$ cat src/rtl/seg_xlate.sv
module seg_xlate #(
  parameter int NSEG = 8,
  parameter int AW   = 32,
  parameter int LW   = 20
) (
  input  logic                    clk,
  input  logic                    rst_n,
  input  logic                    wr_en,
  input  logic [$clog2(NSEG)-1:0] wr_idx,
  input  logic [AW-1:0]           wr_base,
  input  logic [LW-1:0]           wr_limit,
  input  logic [1:0]              wr_dpl,
  input  logic                    wr_present,
  input  logic [2:0]              wr_perm,
  input  logic                    req_valid,
  input  logic [$clog2(NSEG)-1:0] req_seg,
  input  logic [AW-1:0]           req_off,
  input  logic [1:0]              req_cpl,
  input  logic [1:0]              req_type,
  output logic                    pa_valid,
  output logic [AW-1:0]           pa,
  output logic                    fault,
  output logic [1:0]              fault_code
);
  localparam int IW = $clog2(NSEG);
  localparam logic [1:0] C_ABSENT = 2'd0;
  localparam logic [1:0] C_LEVEL  = 2'd1;
  localparam logic [1:0] C_BOUND  = 2'd2;
  localparam logic [1:0] C_TYPE   = 2'd3;

  logic [AW-1:0] base_q [NSEG];
  logic [LW-1:0] lim_q  [NSEG];
  logic [1:0]    dpl_q  [NSEG];
  logic [2:0]    perm_q [NSEG];
  logic [NSEG-1:0] here_q;

  always_ff @(posedge clk) begin
    if (!rst_n) begin
      here_q <= '0;
      for (int i = 0; i < NSEG; i++) begin
        base_q[i] <= '0;
        lim_q[i]  <= '0;
        dpl_q[i]  <= '0;
        perm_q[i] <= '0;
      end
    end else if (wr_en) begin
      here_q[wr_idx] <= wr_present;
      base_q[wr_idx] <= wr_base;
      lim_q[wr_idx]  <= wr_limit;
      dpl_q[wr_idx]  <= wr_dpl;
      perm_q[wr_idx] <= wr_perm;
    end
  end

  logic [AW-1:0] s_base;
  logic [LW-1:0] s_lim;
  logic [1:0]    s_dpl;
  logic [2:0]    s_perm;
  logic          absent, lvl_bad, out_of_range, type_bad;

  assign s_base = base_q[req_seg];
  assign s_lim  = lim_q[req_seg];
  assign s_dpl  = dpl_q[req_seg];
  assign s_perm = perm_q[req_seg];

  assign absent       = !here_q[req_seg];
  assign lvl_bad      = req_cpl > s_dpl;
  assign out_of_range = req_off > {{(AW-LW){1'b0}}, s_lim};
  assign type_bad     = (req_type == 2'd3) || !s_perm[req_type];

  always_comb begin
    if (absent)            fault_code = C_ABSENT;
    else if (lvl_bad)      fault_code = C_LEVEL;
    else if (out_of_range) fault_code = C_BOUND;
    else if (type_bad)     fault_code = C_TYPE;
    else                   fault_code = C_ABSENT;
  end

  assign fault    = req_valid && (absent || lvl_bad || out_of_range || type_bad);
  assign pa_valid = req_valid && !fault;
  assign pa       = s_base + req_off;

  a_r7_exclusive: assert property (@(posedge clk) disable iff (!rst_n)
    !(pa_valid && fault));
  a_r7_idle_quiet: assert property (@(posedge clk) disable iff (!rst_n)
    !req_valid |-> (!pa_valid && !fault));
  a_r4_level_ok: assert property (@(posedge clk) disable iff (!rst_n)
    pa_valid |-> (req_cpl <= dpl_q[req_seg]));
  a_r3_in_range: assert property (@(posedge clk) disable iff (!rst_n)
    pa_valid |-> (req_off <= {{(AW-LW){1'b0}}, lim_q[req_seg]}));
  a_r9_absent_faults: assert property (@(posedge clk) disable iff (!rst_n)
    (req_valid && !here_q[req_seg]) |-> (fault && fault_code == C_ABSENT));
  a_r8_load_next: assert property (@(posedge clk) disable iff (!rst_n)
    wr_en |=> (base_q[$past(wr_idx)] == $past(wr_base)
               && here_q[$past(wr_idx)] == $past(wr_present)));
endmodule

$ cat config.mk
export PLATFORM = sky130hd
export DESIGN_NAME = seg_xlate
export DESIGN_NICKNAME = d
export VERILOG_FILES = /design/src/rtl/seg_xlate.sv
export SDC_FILE = /design/constraint.sdc
export NUM_CORES = 1
export LEC_CHECK = 0
export CORE_UTILIZATION = 50
export CTS_CLUSTER_SIZE = 12
export DETAILED_ROUTE_END_ITERATION = 6
export PLACE_DENSITY = 0.67
export SLEW_MARGIN = 15
export SYNTH_ARGS = -nofsm -noshare
export SYNTH_HDL_FRONTEND = slang
export SYNTH_SLANG_ARGS = --single-unit
export TNS_END_PERCENT = 50
$ cat constraint.sdc
create_clock -name clk -period 7.2 [get_ports clk]
set_input_delay 1.08 -clock clk [delete_from_list [all_inputs] [get_ports clk]]
set_output_delay 1.08 -clock clk [all_outputs]
set_load 0.1 [all_outputs]
==> results.py <==
metrics = {
    "logic_synthesis": {
        "synth.distinct_cells": 57,
        "synth_nets": 1665,
        "ys.flop_type": "edfxtp_1",
        "synth_area_um2": 22600,
        "synth_cells": 1507,
        "ys_ff_latch": 464,
        "async_flop_share": 0,
        "synth-edff-count": 456,
        "synth-seq-area-share": 0.612,
        "syn_avg_cell_area_um2": 15.0,
        "yosysWarnings": 0,
    },
    "cts": {
        "htree_levels": 2,
        "cts_resized": 0,
        "cts_tree": "yes",
        "insertion_delay_ns": 0.59,
        "cts_max_path_buffers": 3,
        "cts_made_buffers": 50,
        "clock_sinks": 464,
        "post-cts-setup-buffers": 0,
        "path_clk_slew_ns": 0.06,
        "cts-root-buf": "clkbuf_16",
        "cts_hold_buf": 0,
    },
    "power_and_ir_drop": {
        "max-vdd-ir-drop_uv": 217,
        "powerDensity_nw_per_um2": 273,
        "sw_frac_of_total": 0.298,
        "combPwrFrac": 0.229,
        "p_leak_nw": 9.56,
        "p_int_mw": 5.08,
        "switchingPower_mw": 2.15,
        "pwr-share-seq": 0.441,
        "pwr-share-clk": 0.330,
    },
    "floorplanning": {
        "dieArea_um2": 46100,
        "core_area_um2": 44400,
        "die_h_um": 215,
        "start_util": 0.510,
        "row_count": 77,
        "ios": 140,
        "die_w_um": 215,
    },
    "drt": {
        "vias_per_cell": 5.78,
        "drtAntennaViolNets": 0,
        "remaining_drc_errors": 0,
        "drt_iter0_drc": 1201,
        "wirelength_um": 58000,
        "wl_per_cell_um": 25.6,
        "vias": 13100,
        "first_pass_iters": 5,
    },
    "placed_design": {
        "gp_congestion": 0.891,
        "dp_hpwl_um": 33400,
        "dp.cells": 2182,
        "place.port_buffers": 139,
    },
    "critical_path": {
        "worstPathRequired_ns": 6.12,
        "reg2reg_slack_ns": 6.57,
        "worst-path-max-fanout": 34,
        "reg2reg_depth": 2,
        "arrival_ns": 5.07,
        "r2r_end": "here_q[4]",
        "crit_path_end_kind": "output port",
        "critical_path.startpoint_type": "input port",
        "worstSetupPathType": "in -> out",
        "r2r-start": "here_q[4]",
    },
    "global_route": {
        "grt_usage": 0.257,
        "grt_pass1_vias": 13500,
        "grt_max_degree": 59,
        "grt-ovfl-total": 0,
        "grt_pass1_wl_um": 86700,
        "antenna_found_initial": 1,
    },
    "sta": {
        "fin_crit_ns": 6.15,
        "fin_setup_tns_ns": 0,
        "slew_viol_final": 0,
        "setup_viol_count_final": 0,
        "relSlewSlack": 0.244,
        "fmax_mhz": 163,
        "grt_setup_unrepaired": "false",
        "hold_violations": 0,
        "tightestPinTransition_ns": 1.13,
        "finalCritPeriodShare": 0.854,
        "skew_ns": 0,
    },
    "min_path": {
        "hold_depth": 2,
        "hold_class": "reg -> reg",
        "min-delay-start": "here_q[7]",
        "whs_endpoint": "here_q[7]",
    },
    "layout": {
        "synthToLayoutAreaGrowth_pct": 16.8,
        "drive_above_1_share": 0.182,
        "final_cells": 2266,
        "fillerInstances": 3411,
        "fin_nets": 1800,
    },
    "job": {
        "drv_cap": 0,
    },
    "run_status": {
        "status": "completed",
    },
}
==> Yosys cell counts, drive strengths merged, types with 3 or more instances <==
| cell type | instances | share of area |
|---|---|---|
| or3 | 3 | 0.00083 |
| and3 | 3 | 0.00083 |
| buf | 16 | 0.0038 |
| o21a | 4 | 0.0013 |
| xor2 | 7 | 0.0027 |
| and2 | 459 | 0.13 |
| nand3 | 10 | 0.0022 |
| ha | 53 | 0.029 |
| mux2i | 24 | 0.011 |
| o21ai | 36 | 0.0080 |
| nor3 | 4 | 0.00088 |
| nor4 | 3 | 0.00083 |
| nor2 | 23 | 0.0038 |
| mux4 | 117 | 0.12 |
| nor2b | 6 | 0.0017 |
| xnor2 | 22 | 0.0085 |
| inv | 18 | 0.0030 |
| nand4 | 9 | 0.0025 |
| a21o | 23 | 0.0076 |
| a21boi | 3 | 0.00099 |
| a21oi | 35 | 0.0079 |
| mux2 | 32 | 0.016 |
| dfxtp | 8 | 0.0071 |
| clkbuf | 70 | 0.012 |
| nand2b | 7 | 0.0019 |
| o31ai | 3 | 0.00099 |
| nand2 | 29 | 0.0048 |
| edfxtp | 456 | 0.60 |
==> cell type report <==
| cell class | instances | area [um^2] | share of cell area |
|---|---|---|---|
| Antenna cell | 1 | 2.50 | 0.0000946 |
| Clock inverter | 17 | 109 | 0.00412 |
| Timing Repair Buffer | 169 | 1780 | 0.0671 |
| Clock buffer | 66 | 1380 | 0.0523 |
| Inverter | 18 | 67.6 | 0.00255 |
| Multi-Input combinational cell | 939 | 8520 | 0.322 |
| Tap cell | 592 | 741 | 0.0280 |
| Sequential cell | 464 | 13900 | 0.524 |
==> how the worst max path moves through the flow <==
stage,from,slack [ns],to,cells past startpoint
2_1_floorplan,req_seg[0],0.49,pa[30],14
3_3_place_gp,req_seg[0],1.03,pa_valid,14
3_5_place_dp,req_seg[0],1.01,pa_valid,14
4_1_cts,req_seg[0],0.99,pa_valid,14
5_1_grt,req_seg[0],0.78,pa[25],13
6_report,req_seg[0],1.05,pa[25],13
==> cell families (layout without fill, tap and decap cells) <==
logic type | after synthesis | count (layout) | share of synthesized area
flops | 464 | 464 | 0.612
compound gates | 124 | 124 | 0.0360
fa+ha+maj | 54 | 54 | 0.0302
xor+xnor | 29 | 29 | 0.0112
simple gates | 559 | 559 | 0.148
other cells | 0 | 1 | 0
mux | 173 | 173 | 0.144
buf+inv | 104 | 270 | 0.0183
==> worst max-delay path: stages <==
cell and delay, ns:
buf_6 0.37, buf_12 0.34, mux4_2 0.56, mux2_2 0.29
ha_1 0.34, a21oi_1 0.36, nor2b_1 0.19, nand3_1 0.20
o211ai_2 0.28, a21oi_1 0.17, o41ai_2 0.34, xnor2_1 0.24
buf_12 0.22
==> through the flow <==
stage	setup slack, ns	power (mW)	util	cell area [um^2]	hold slack [ns]
after floorplan	0.490	4.35	-	22600	0.442
after global placement	1.03	4.89	0.562	25000	0.451
after detailed placement	1.01	4.91	0.562	25000	0.461
after CTS	0.989	7.29	0.595	26400	0.473
after global routing	0.777	7.45	0.596	26500	0.492
final	1.05	7.23	0.596	26500	0.472
==> power by group through the flow <==
| stage | Clock, mW | Sequential, mW | Combinational [mW] |
|---|---|---|---|
| floorplan | 0 | 3.24 | 1.11 |
| CTS | 2.43 | 3.19 | 1.67 |
| global route | 2.52 | 3.20 | 1.73 |
| finish | 2.39 | 3.19 | 1.66 |
| global placement | 0 | 3.23 | 1.65 |
| detailed placement | 0 | 3.24 | 1.66 |
==> state kept, by name (all words and copies together), names as in the netlist <==
signal and count:
here_q 8, perm_q 24, base_q 256, dpl_q 16, lim_q 160
==> cells in the final DEF (no fill, tap or decap), drive strengths merged, types with 4 or more instances in the layout <==
master	synthesis	routed
a21o	23	23
a21oi	35	35
and2	459	459
buf	16	68
clkbuf	70	66
clkdlybuf4s50	0	101
clkinv	0	14
dfxtp	8	8
edfxtp	456	456
ha	53	53
inv	18	19
mux2	32	32
mux2i	24	24
mux4	117	117
nand2	29	29
nand2b	7	7
nand3	10	10
nand4	9	9
nor2	23	23
nor2b	6	6
nor3	4	4
o21a	4	4
o21ai	36	36
xnor2	22	22
xor2	7	7
==> layer usage <==
metal	vias to the layer above	global-route usage	part of all wire
met5	-	0	0
met4	0	0.0895	0.029
met3	97	0.0326	0.069
met2	509	0.419	0.48
met1	6615	0.357	0.42
li1	5885	-	-
No activity file was read; power rests on OpenSTA's default activity.
